## config.mk

```make
export PLATFORM = sky130hd
export DESIGN_NAME = rx4b5b_dec
export DESIGN_NICKNAME = d
export VERILOG_FILES = /design/src/rtl/rx4b5b_pkg.sv /design/src/rtl/rx4b5b_align.sv /design/src/rtl/rx4b5b_symdec.sv /design/src/rtl/rx4b5b_fsm.sv /design/src/rtl/rx4b5b_dec.sv
export SDC_FILE = /design/constraint.sdc
export NUM_CORES = 1
export LEC_CHECK = 0
export BUFFER_PORTS_ARGS = -buffer_cell sky130_fd_sc_hd__buf_2
export CAP_MARGIN = 15
export CORE_MARGIN = 8
export CORE_UTILIZATION = 45
export CTS_CLUSTER_SIZE = 14
export DETAILED_ROUTE_END_ITERATION = 7
export PLACE_DENSITY_LB_ADDON = 0.2
export SKIP_CTS_REPAIR_TIMING = 1
export SYNTH_ARGS = -nofsm -noshare
export SYNTH_HDL_FRONTEND = slang
export SYNTH_SLANG_ARGS = --single-unit
```

## constraint.sdc

```tcl
create_clock -name clk_i -period 5.45 [get_ports clk_i]
set_input_delay 1.09 -clock clk_i [delete_from_list [all_inputs] [get_ports clk_i]]
set_output_delay 1.09 -clock clk_i [all_outputs]
set_load 0.005 [all_outputs]
```

## src/rtl/rx4b5b_pkg.sv

```systemverilog
package rx4b5b_pkg;
  localparam int SYM_W = 5;
  localparam int NIB_W = 4;
  localparam int WIN_W = 2 * SYM_W;
  localparam int PH_W  = $clog2(SYM_W);
  localparam int N_DATA = 1 << NIB_W;

  localparam logic [SYM_W-1:0] C_IDLE = 5'b11111;
  localparam logic [SYM_W-1:0] C_J    = 5'b11000;
  localparam logic [SYM_W-1:0] C_K    = 5'b10001;
  localparam logic [SYM_W-1:0] C_T    = 5'b01101;
  localparam logic [SYM_W-1:0] C_R    = 5'b00111;
  localparam logic [NIB_W-1:0] NIB_SSD = 4'b0101;

  typedef enum logic [2:0] {
    K_DATA, K_IDLE, K_J, K_K, K_T, K_R, K_BAD
  } kind_e;

  typedef enum logic [1:0] {
    S_HUNT, S_GOT_J, S_DATA, S_END
  } fsm_e;

  function automatic logic [SYM_W-1:0] enc_nib(input logic [NIB_W-1:0] n);
    logic [SYM_W-1:0] c;
    case (n)
      4'h0: c = 5'b11110;
      4'h1: c = 5'b01001;
      4'h2: c = 5'b10100;
      4'h3: c = 5'b10101;
      4'h4: c = 5'b01010;
      4'h5: c = 5'b01011;
      4'h6: c = 5'b01110;
      4'h7: c = 5'b01111;
      4'h8: c = 5'b10010;
      4'h9: c = 5'b10011;
      4'hA: c = 5'b10110;
      4'hB: c = 5'b10111;
      4'hC: c = 5'b11010;
      4'hD: c = 5'b11011;
      4'hE: c = 5'b11100;
      default: c = 5'b11101;
    endcase
    return c;
  endfunction

  function automatic logic is_data(input logic [SYM_W-1:0] c);
    logic hit;
    hit = 1'b0;
    for (int n = 0; n < N_DATA; n++)
      if (enc_nib(NIB_W'(n)) == c) hit = 1'b1;
    return hit;
  endfunction

  function automatic logic [NIB_W-1:0] dec_nib(input logic [SYM_W-1:0] c);
    logic [NIB_W-1:0] v;
    v = '0;
    for (int n = 0; n < N_DATA; n++)
      if (enc_nib(NIB_W'(n)) == c) v = NIB_W'(n);
    return v;
  endfunction

  function automatic kind_e dec_kind(input logic [SYM_W-1:0] c);
    kind_e k;
    if (is_data(c))       k = K_DATA;
    else if (c == C_IDLE) k = K_IDLE;
    else if (c == C_J)    k = K_J;
    else if (c == C_K)    k = K_K;
    else if (c == C_T)    k = K_T;
    else if (c == C_R)    k = K_R;
    else                  k = K_BAD;
    return k;
  endfunction
endpackage

```

## src/rtl/rx4b5b_align.sv

```systemverilog
module rx4b5b_align
  import rx4b5b_pkg::*;
(
  input  logic             clk_i,
  input  logic             rst_ni,
  input  logic             bit_i,
  input  logic             drop_i,
  output logic [SYM_W-1:0] cur_o,
  output logic [SYM_W-1:0] nxt_o,
  output logic             bnd_o,
  output logic             hit_o
);
  localparam logic [WIN_W-1:0] SSD_PAT = {C_J, C_K};
  localparam logic [PH_W-1:0]  PH_LAST = PH_W'(SYM_W - 1);

  logic [WIN_W-1:0] sh_q;
  logic [WIN_W-1:0] win;
  logic             locked_q;
  logic [PH_W-1:0]  ph_q;

  assign win   = {sh_q[WIN_W-2:0], bit_i};
  assign hit_o = !locked_q && (win == SSD_PAT);
  assign bnd_o = locked_q && (ph_q == PH_LAST);
  assign cur_o = win[WIN_W-1 -: SYM_W];
  assign nxt_o = win[SYM_W-1:0];

  always_ff @(posedge clk_i or negedge rst_ni) begin
    if (!rst_ni) begin
      sh_q     <= '0;
      locked_q <= 1'b0;
      ph_q     <= '0;
    end else begin
      sh_q <= win;
      if (hit_o) begin
        locked_q <= 1'b1;
        ph_q     <= '0;
      end else if (locked_q) begin
        if (drop_i) locked_q <= 1'b0;
        ph_q <= bnd_o ? '0 : ph_q + 1'b1;
      end
    end
  end

  a_r1_lock_on_ssd: assert property (@(posedge clk_i) disable iff (!rst_ni)
    $rose(locked_q) |-> $past(win) == SSD_PAT);

  a_r4_one_bnd_per_symbol: assert property (@(posedge clk_i) disable iff (!rst_ni)
    bnd_o |=> !bnd_o);

  a_r12_drop_only_at_bnd: assert property (@(posedge clk_i) disable iff (!rst_ni)
    drop_i |-> bnd_o);
endmodule

```

## src/rtl/rx4b5b_symdec.sv

```systemverilog
module rx4b5b_symdec
  import rx4b5b_pkg::*;
#(
  parameter int LANES = 2
) (
  input  logic [SYM_W-1:0] code_i [LANES],
  output kind_e            kind_o [LANES],
  output logic [NIB_W-1:0] nib_o
);
  for (genvar g = 0; g < LANES; g++) begin : g_lane
    assign kind_o[g] = dec_kind(code_i[g]);
  end

  assign nib_o = dec_nib(code_i[0]);
endmodule

```

## src/rtl/rx4b5b_fsm.sv

```systemverilog
module rx4b5b_fsm
  import rx4b5b_pkg::*;
(
  input  logic             clk_i,
  input  logic             rst_ni,
  input  logic             hit_i,
  input  logic             bnd_i,
  input  kind_e            cur_kind_i,
  input  kind_e            nxt_kind_i,
  input  logic [NIB_W-1:0] cur_nib_i,
  output logic             drop_o,
  output logic [NIB_W-1:0] nib_o,
  output logic             crs_o,
  output logic             dv_o,
  output logic             er_o,
  output logic             stb_o
);
  fsm_e             st_q, st_d;
  logic [NIB_W-1:0] nib_d;
  logic             crs_d, dv_d, er_d, emit;

  always_comb begin
    st_d   = st_q;
    nib_d  = nib_o;
    crs_d  = crs_o;
    dv_d   = dv_o;
    er_d   = er_o;
    emit   = 1'b0;
    drop_o = 1'b0;
    if (hit_i) begin
      emit  = 1'b1;
      nib_d = NIB_SSD;
      crs_d = 1'b1;
      dv_d  = 1'b1;
      er_d  = 1'b0;
      st_d  = S_GOT_J;
    end else if (bnd_i) begin
      emit  = 1'b1;
      nib_d = '0;
      crs_d = 1'b1;
      dv_d  = 1'b1;
      er_d  = 1'b1;
      case (st_q)
        S_GOT_J: begin
          nib_d = NIB_SSD;
          er_d  = 1'b0;
          st_d  = S_DATA;
        end
        S_DATA: begin
          case (cur_kind_i)
            K_DATA: begin
              nib_d = cur_nib_i;
              er_d  = 1'b0;
            end
            K_T: if (nxt_kind_i == K_R) begin
              dv_d = 1'b0;
              er_d = 1'b0;
              st_d = S_END;
            end
            K_IDLE: if (nxt_kind_i == K_IDLE) begin
              crs_d  = 1'b0;
              dv_d   = 1'b0;
              st_d   = S_HUNT;
              drop_o = 1'b1;
            end
            default: ;
          endcase
        end
        S_END: begin
          crs_d  = 1'b0;
          dv_d   = 1'b0;
          er_d   = 1'b0;
          st_d   = S_HUNT;
          drop_o = 1'b1;
        end
        default: begin
          emit  = 1'b0;
          nib_d = nib_o;
          crs_d = crs_o;
          dv_d  = dv_o;
          er_d  = er_o;
        end
      endcase
    end
  end

  always_ff @(posedge clk_i or negedge rst_ni) begin
    if (!rst_ni) begin
      st_q  <= S_HUNT;
      nib_o <= '0;
      crs_o <= 1'b0;
      dv_o  <= 1'b0;
      er_o  <= 1'b0;
      stb_o <= 1'b0;
    end else begin
      st_q  <= st_d;
      nib_o <= nib_d;
      crs_o <= crs_d;
      dv_o  <= dv_d;
      er_o  <= er_d;
      stb_o <= emit;
    end
  end

  a_r2_dv_needs_crs: assert property (@(posedge clk_i) disable iff (!rst_ni)
    dv_o |-> crs_o);

  a_r2_frame_opens_ssd: assert property (@(posedge clk_i) disable iff (!rst_ni)
    $rose(dv_o) |-> (nib_o == NIB_SSD) && !er_o && stb_o);

  a_r4_hold_between: assert property (@(posedge clk_i) disable iff (!rst_ni)
    !stb_o |-> $stable({nib_o, crs_o, dv_o, er_o}));

  a_r4_strobe_single: assert property (@(posedge clk_i) disable iff (!rst_ni)
    stb_o |=> !stb_o);

  a_r5_crs_falls_clean: assert property (@(posedge clk_i) disable iff (!rst_ni)
    $fell(crs_o) |-> !dv_o);

  a_r10_nib_zero: assert property (@(posedge clk_i) disable iff (!rst_ni)
    (!dv_o || er_o) |-> nib_o == '0);

  a_r12_no_hit_in_frame: assert property (@(posedge clk_i) disable iff (!rst_ni)
    hit_i |-> st_q == S_HUNT);
endmodule

```

## src/rtl/rx4b5b_dec.sv

```systemverilog
module rx4b5b_dec
  import rx4b5b_pkg::*;
(
  input  logic             clk_i,
  input  logic             rst_ni,
  input  logic             rx_bit_i,
  output logic [NIB_W-1:0] rx_nib_o,
  output logic             crs_o,
  output logic             rx_dv_o,
  output logic             rx_er_o,
  output logic             sym_stb_o
);
  localparam int LANES = 2;

  logic [SYM_W-1:0] code [LANES];
  kind_e            kind [LANES];
  logic [NIB_W-1:0] cur_nib;
  logic             bnd, hit, drop;

  rx4b5b_align u_align (
    .clk_i  (clk_i),
    .rst_ni (rst_ni),
    .bit_i  (rx_bit_i),
    .drop_i (drop),
    .cur_o  (code[0]),
    .nxt_o  (code[1]),
    .bnd_o  (bnd),
    .hit_o  (hit)
  );

  rx4b5b_symdec #(.LANES(LANES)) u_symdec (
    .code_i (code),
    .kind_o (kind),
    .nib_o  (cur_nib)
  );

  rx4b5b_fsm u_fsm (
    .clk_i      (clk_i),
    .rst_ni     (rst_ni),
    .hit_i      (hit),
    .bnd_i      (bnd),
    .cur_kind_i (kind[0]),
    .nxt_kind_i (kind[1]),
    .cur_nib_i  (cur_nib),
    .drop_o     (drop),
    .nib_o      (rx_nib_o),
    .crs_o      (crs_o),
    .dv_o       (rx_dv_o),
    .er_o       (rx_er_o),
    .stb_o      (sym_stb_o)
  );
endmodule

```

After elaboration in Yosys (flattened, before gate mapping)
Cells that the tools add are included.
{"block": "op_classes", "reduce_logical": 13, "n_eq_ne": 54, "add_sub_neg": 1, "mux": 97}
{"op": "$eq A5 B5 Y1 const A", "n": 22}
{"op": "$mux W1", "n": 52}
{"op": "$mux W3", "n": 17}
{"op": "$eq A4 B5 Y1 const A", "n": 10}
{"op": "$mux W4", "n": 11}
{"op": "$eq A5 B5 Y1 const B", "n": 6}
{"op": "$mux W2", "n": 8}
{"op": "$ne A4 B3 Y1 const B", "n": 3}
{"op": "$pmux W4 S3", "n": 1}
{"op": "$eq A10 B10 Y1 const B", "n": 1}
{"op": "$eq A5 B3 Y1 const B", "n": 2}
{"op": "$eq A5 B4 Y1 const B", "n": 2}
{"op": "$eq A3 B3 Y1 const B", "n": 3}
{"op": "$pmux W1 S2", "n": 4}
{"op": "$eq A3 B1 Y1 const B", "n": 2}
{"op": "$pmux W1 S3", "n": 2}
{"op": "$pmux W2 S3", "n": 1}
{"op": "$reduce_and A5 Y1", "n": 1}
{"op": "$eq A2 B2 Y1 const B", "n": 2}
{"op": "$pmux W2 S2", "n": 1}
{"op": "$reduce_and A2 Y1", "n": 2}
{"op": "$reduce_bool A2 Y1", "n": 2}
{"op": "$reduce_bool A4 Y1", "n": 1}
{"op": "$add A3 B1 Y3 const B", "n": 1}
{"op": "other kinds (7)", "n": 8}
{"block": "word_totals", "wordCells": 174, "register_bits": 23, "output_inout_bits": 8, "input_bits": 3}

Depth between registers and ports, before layout
{"block": "logic_depth", "depth_word": 27, "depth_mapped": 7, "depth_no_buf": 7}

Modules after synthesis
Synthesis repeated with hierarchy kept, for this count alone.
{"block": "hier_totals", "hier_cells": 144, "area_unflattened_um2": 1388.8}
{"mod": "rx4b5b_fsm", "instances": 1, "area_per_inst_um2": 616.8, "seq_area_each_um2": 250.2, "cells_each": 63}
{"mod": "rx4b5b_align", "instances": 1, "area_per_inst_um2": 481.7, "seq_area_each_um2": 325.3, "cells_each": 35}
{"mod": "rx4b5b_symdec", "instances": 1, "area_per_inst_um2": 290.3, "seq_area_each_um2": 0.0, "cells_each": 46}

Worst setup path before layout
OpenSTA, ideal clock, no wires.
{"block": "synth_timing", "kind": "input to register", "from": "in rx_bit_i", "to": "reg u_fsm.st_q[1]", "n_path_buf": 0, "setup_ns": 0.130, "setup_slack_ns": 3.496, "cell_stages": 4, "t_required_ns": 5.320, "t_arrival_ns": 1.824, "cell_sequence": "nand4_1 > or4_1 > nand2_1 > o211ai_1"}
{"block": "synth_via", "elab_chain_cells": 21, "word_cells_on_any_way": 54, "classes_between": "eq/ne: 27; mux: 23; reduce/logical: 4"}
{"element": "start, declared", "line": "rx4b5b_dec.sv:6", "rtl": "input logic rx_bit_i,"}
{"element": "$eq A5 B5 Y1", "line": "rx4b5b_pkg.sv:50", "rtl": "if (enc_nib(NIB_W'(n)) == c) hit = 1'b1;"}
{"element": "$mux W1 (16 in series)", "line": "rx4b5b_pkg.sv:50"}
{"element": "$mux W3", "line": "rx4b5b_pkg.sv:64", "rtl": "if (is_data(c)) k = K_DATA;"}
{"element": "$eq A3 B1 Y1 or $eq A3 B3 Y1 (tied branches)", "line": "rx4b5b_fsm.sv:60, rx4b5b_fsm.sv:55"}
{"element": "$ne A4 B3 Y1 (no line)"}
{"element": "$reduce_and A5 Y1 (no line)"}
{"element": "end signal, assigned", "line": "rx4b5b_fsm.sv:96", "rtl": "st_q <= st_d;"}
{"element": "end, declared", "line": "rx4b5b_fsm.sv:18", "rtl": "fsm_e st_q, st_d;"}
Several ways; a longest one is shown, not always the timed one.
A chain may end at the register's enable or synchronous reset.

Worst setup path after layout
{"block": "layout_timing", "from": "reg u_fsm.nib_o[2]", "to": "out rx_nib_o[2]"}
{"element": "start, declared", "line": "rx4b5b_fsm.sv:12", "rtl": "output logic [NIB_W-1:0] nib_o,"}
{"element": "start signal, assigned", "line": "rx4b5b_fsm.sv:97", "rtl": "nib_o <= nib_d;"}
{"element": "end, declared", "line": "rx4b5b_dec.sv:7", "rtl": "output logic [NIB_W-1:0] rx_nib_o,"}
No word-level cell between the ends.

==> results_tabular.tex <==
\begin{tabular}{lr}
\hline
Metric & Value \\
\hline
\multicolumn{2}{l}{\textbf{Drt}} \\
\quad Antenna violation net count after detailed routing & 0 \\
\quad Via count of the routed design & 759 \\
\quad DRC violation count after routing & 0 \\
\quad Via density per instance & 5.540 \\
\quad Initial DRC count & 12 \\
\quad Total detailed-routing wirelength & 2012 microns \\
\quad Detailed-router iteration count before antenna repair & 4 \\
\quad Routed wire per std cell & 14.69 microns \\
\multicolumn{2}{l}{\textbf{GRT}} \\
\quad Antenna violations before repair & 0 \\
\quad Global Route met3 Usage & 0.02749 \\
\quad Total global routing track utilization & 0.1054 \\
\quad Met1 usage in global routing & 0.1366 \\
\quad Routing layer with the top usage in global route & met2 \\
\quad Global-route wire length before repair & 3601 microns \\
\quad Number of global-route vias before repair & 786 \\
\quad Residual overflow from global routing & 0 \\
\quad Met2 Track Usage GR & 0.1640 \\
\quad Largest net degree at the start of global routing & 24 \\
\multicolumn{2}{l}{\textbf{Setup path}} \\
\quad Worst flop-to-flop path endpoint & u\_fsm.st\_q[1] \\
\quad Bufs and invs on worst path & 1 \\
\quad Req. time, crit path & 4.36 ns \\
\quad Critical path's largest stage delay & 0.41 ns \\
\quad Worst reg2reg startpoint & u\_align.sh\_q[4] \\
\quad Kind of end point of the critical path & output port \\
\quad Worst R2R Setup Slack & 3.60 ns \\
\quad Critical-path maximum fanout & 2 \\
\quad CP max stage cell & sky130\_fd\_sc\_hd\_\_dfrtp\_1 \\
\quad Critical path cell sequence & buf\_2 \\
\quad Category of the worst setup path launch point & flop \\
\quad Largest delay share family, worst path & flip-flops \\
\quad Arrival time at the worst endpoint & 0.85 ns \\
\quad R2r worst-path depth & 4 \\
\quad Crit Path Class & reg2out \\
\multicolumn{2}{l}{\textbf{Job}} \\
\quad Reported max-cap violation count & 0 \\
\multicolumn{2}{l}{\textbf{Yosys}} \\
\quad Portion of netlist area occupied by mux cells & 0.02012 \\
\quad Top cell types by occurrence after synthesis & sky130\_fd\_sc\_hd\_\_dfrtp\_1 (23), sky130\_fd\_sc\_hd\_\_nand2\_1 (9), sky130\_fd\_sc\_hd\_\_nor2\_1 (9), sky130\_fd\_sc\_hd\_\_nor3\_1 (5), sky130\_fd\_sc\_hd\_\_nand4\_1 (4) \\
\quad Main synth FF type & sky130\_fd\_sc\_hd\_\_dfrtp\_1 \\
\quad Largest family of logic cells by synthesized area & simple AND/OR/NAND/NOR gates \\
\quad Most frequent cell after synthesis & sky130\_fd\_sc\_hd\_\_dfrtp\_1 \\
\quad Async S/R FF share, synth & 1.000 \\
\quad Number of distinct library cell variants in the gate-level netlist after synthesis & 37 \\
\quad Synthesized Nets & 103 \\
\quad Yosys synthesis warning count & 0 \\
\quad Share of the synthesized area in compound gates (AO/OA/AOI/OAI) & 0.1408 \\
\quad Avg Synthesized Cell Area & 10.79 sq um \\
\quad Summed instance area of the synthesized netlist & 1057 sq um \\
\quad Fraction of synthesized cell area in xor and xnor cells & 0.02485 \\
\quad Synth Register Bits & 23 \\
\quad Leading cell types by total area after synthesis & sky130\_fd\_sc\_hd\_\_dfrtp\_1 (54\%), sky130\_fd\_sc\_hd\_\_nand2\_1 (3.2\%), sky130\_fd\_sc\_hd\_\_nor2\_1 (3.2\%) \\
\quad Sequential fraction of the synthesis area & 0.5444 \\
\quad Portion of synthesized cell area occupied by the leading cell type & 0.5444 \\
\quad Post-synthesis cell count & 98 \\
\quad Largest area contributor in the netlist & sky130\_fd\_sc\_hd\_\_dfrtp\_1 \\
\quad Number of synthesized flops with an enable pin & 0 \\
\quad Share of synthesized cell area in full adder, half adder and majority cells & 0.02367 \\
\quad Area share of and/or/nand/nor cells after synthesis & 0.2189 \\
\multicolumn{2}{l}{\textbf{Power and ir drop}} \\
\quad Pwr Total & 0.3256 mW \\
\quad Cell leakage power & 0.5275 nW \\
\quad Maximum vdd ir drop & 0.1561 mV \\
\quad Switching fraction of total power & 0.2747 \\
\quad P\_sw & 0.08944 mW \\
\quad Proportion of power drawn by flip-flops and latches & 0.611 \\
\quad Power share of the clock group & 0.240 \\
\quad Share of power burned in combinational logic & 0.149 \\
\quad Power per Cell Area & 281.6 nW/um\^{}2 \\
\quad Internal Dissipation & 0.2362 mW \\
\multicolumn{2}{l}{\textbf{STA}} \\
\quad Ratio of final minimum period to clock period & 0.3553 \\
\quad Clock skew after layout & 0.005241 ns \\
\quad Max transition margin & 0.6714 \\
\quad Time the final worst path needs with I/O delays and setup & 1.936 ns \\
\quad Pins over their slew limit & 0 \\
\quad RSZ-0062 raised after global routing & false \\
\quad Setup-failing EPs final & 0 \\
\quad Pin slew with the least headroom to its limit & 0.4929 ns \\
\quad Max Fclk & 0.5164 GHz \\
\quad Number of hold violations in the final report & 0 \\
\quad Setup TNS & 0 ns \\
\quad Final hold slack & 0.4234 ns \\
\quad Setup WS post-layout & 3.514 ns \\
\multicolumn{2}{l}{\textbf{Die}} \\
\quad Width of the die & 64.47 microns \\
\quad Die Outline Area & 4156 sq um \\
\quad Effective utilization at floorplan & 0.4779 \\
\quad Boundary pin count & 11 \\
\quad Row cnt & 17 \\
\quad Chip Height & 64.47 microns \\
\quad Area inside the core boundary & 2212 sq um \\
\multicolumn{2}{l}{\textbf{CTS}} \\
\quad Largest buffer count on any clock path & 2 \\
\quad Clock sink total & 23 \\
\quad Clk pin slew, worst setup/hold paths & 0.12 ns \\
\quad Clock tree from TritonCTS & done \\
\quad Clk\_lat worst skew & 0.31 ns \\
\quad CTS H-Tree Depth & 1 \\
\quad Inserted Clock Buffers & 3 \\
\quad Clock Root Buffer & sky130\_fd\_sc\_hd\_\_clkbuf\_4 \\
\multicolumn{2}{l}{\textbf{Min path}} \\
\quad Worst hold path depth & 0 \\
\quad Hold Path Class & reg2reg \\
\quad Origin of the worst min-delay path & u\_align.sh\_q[1] \\
\quad Hold worst-path end & u\_align.sh\_q[2] \\
\multicolumn{2}{l}{\textbf{Layout}} \\
\quad Relative area change from synthesis to final layout & 9.349\% \\
\quad Count of inserted antenna diode cells & 0 \\
\quad Number of nets in the final layout & 115 \\
\quad Proportion of layout cells with a drive suffix above 1 & 0.1835 \\
\multicolumn{2}{l}{\textbf{Placement}} \\
\quad Weighted congestion at the end of routability-driven global placement & 0.8017 \\
\quad Count of buffers inserted at the top-level ports & 10 \\
\quad Post-placement setup slack & 3.303 ns \\
\quad Sum of net half-perimeters after detailed placement & 1493 microns \\
\multicolumn{2}{l}{\textbf{Run status}} \\
\quad Run status & finished, final reports clean \\
\hline
\end{tabular}
## how the worst max path moves through the flow
stage | end | from | depth (start not counted) | slack, ns
2_1_floorplan | u_fsm.st_q[1] | rx_bit_i | 4 | 3.50
5_1_grt | rx_nib_o[2] | u_fsm.nib_o[2] | 1 | 3.47
4_1_cts | rx_nib_o[2] | u_fsm.nib_o[2] | 1 | 3.49
3_5_place_dp | u_fsm.st_q[1] | rx_bit_i | 5 | 3.30
6_report | rx_nib_o[2] | u_fsm.nib_o[2] | 1 | 3.51
3_3_place_gp | u_fsm.st_q[1] | rx_bit_i | 5 | 3.35
## cells in the final DEF (no fill, tap or decap), types with 2 or more instances in the layout
master and count:
sky130_fd_sc_hd__a22o_1 2, sky130_fd_sc_hd__a32o_1 2, sky130_fd_sc_hd__and2_1 2, sky130_fd_sc_hd__buf_2 10, sky130_fd_sc_hd__clkbuf_4 3, sky130_fd_sc_hd__dfrtp_1 23, sky130_fd_sc_hd__ha_1 2, sky130_fd_sc_hd__inv_1 3
sky130_fd_sc_hd__nand2_1 9, sky130_fd_sc_hd__nand3_1 3, sky130_fd_sc_hd__nand4_1 4, sky130_fd_sc_hd__nor2_1 9, sky130_fd_sc_hd__nor2b_1 2, sky130_fd_sc_hd__nor3_1 5, sky130_fd_sc_hd__o21ai_0 3, sky130_fd_sc_hd__o22a_1 2
sky130_fd_sc_hd__or4_1 2, sky130_fd_sc_hd__xnor2_1 3
## metal layers
| metal | vias to the layer above | wire [microns] | share of wire |
|---|---|---|---|
| met5 | - | 0 | 0 |
| met4 | 0 | 16 | 0.0080 |
| met3 | 2 | 109 | 0.054 |
| met2 | 12 | 927 | 0.46 |
| met1 | 368 | 959 | 0.48 |
| li1 | 377 | - | - |
## worst register-to-register path, delay by kind of cell (launching register included)
| family | cells | cell delay, ns |
|---|---|---|
| and+or+nand+nor | 3 | 1.18 |
| DFF | 1 | 0.46 |
| AOI/OAI and AO/OA | 1 | 0.09 |
## logic make-up after synthesis
| logic type | Yosys count |
|---|---|
| adders and majority gates | 2 |
| muxes | 2 |
| DFF | 23 |
| AOI/OAI and AO/OA | 19 |
| xor gates and xnor gates | 3 |
| buffers and inverters | 7 |
| and+or+nand+nor | 42 |
## state kept, by name (all words and copies together), names as in the netlist
register / flops
u_align.locked_q: 1
u_fsm.stb_o: 1
u_fsm.crs_o: 1
u_fsm.er_o: 1
u_fsm.dv_o: 1
u_fsm.st_q: 2
u_align.sh_q: 9
u_align.ph_q: 3
u_fsm.nib_o: 4
## area by class of cell
class | count | area (sq um)
inverter | 4 | 16.27
sequential | 23 | 575.6
fill | 221 | 1056
tap | 28 | 35.03
multi-input combinational | 68 | 452.9
clock buffer | 4 | 26.28
timing repair buffer | 10 | 50.05
## stage by stage
step / instances / utilization / cell area (sq um)
floorplan: 98 / - / 1057
global placement: 133 / 0.5107 / 1130
detailed placement: 133 / 0.5107 / 1130
CTS: 137 / 0.5226 / 1156
global route: 137 / 0.5226 / 1156
finish: 137 / 0.5226 / 1156
## power groups by stage
stage	logic, mW	registers (mW)	clock network [mW]
detailed placement	0.0489	0.202	0
global route	0.0554	0.202	0.0863
CTS	0.0494	0.199	0.0815
floorplan	0.0374	0.197	0
finish	0.0486	0.199	0.0780
global placement	0.0447	0.201	0
Power figures use the tool's default switching activity.
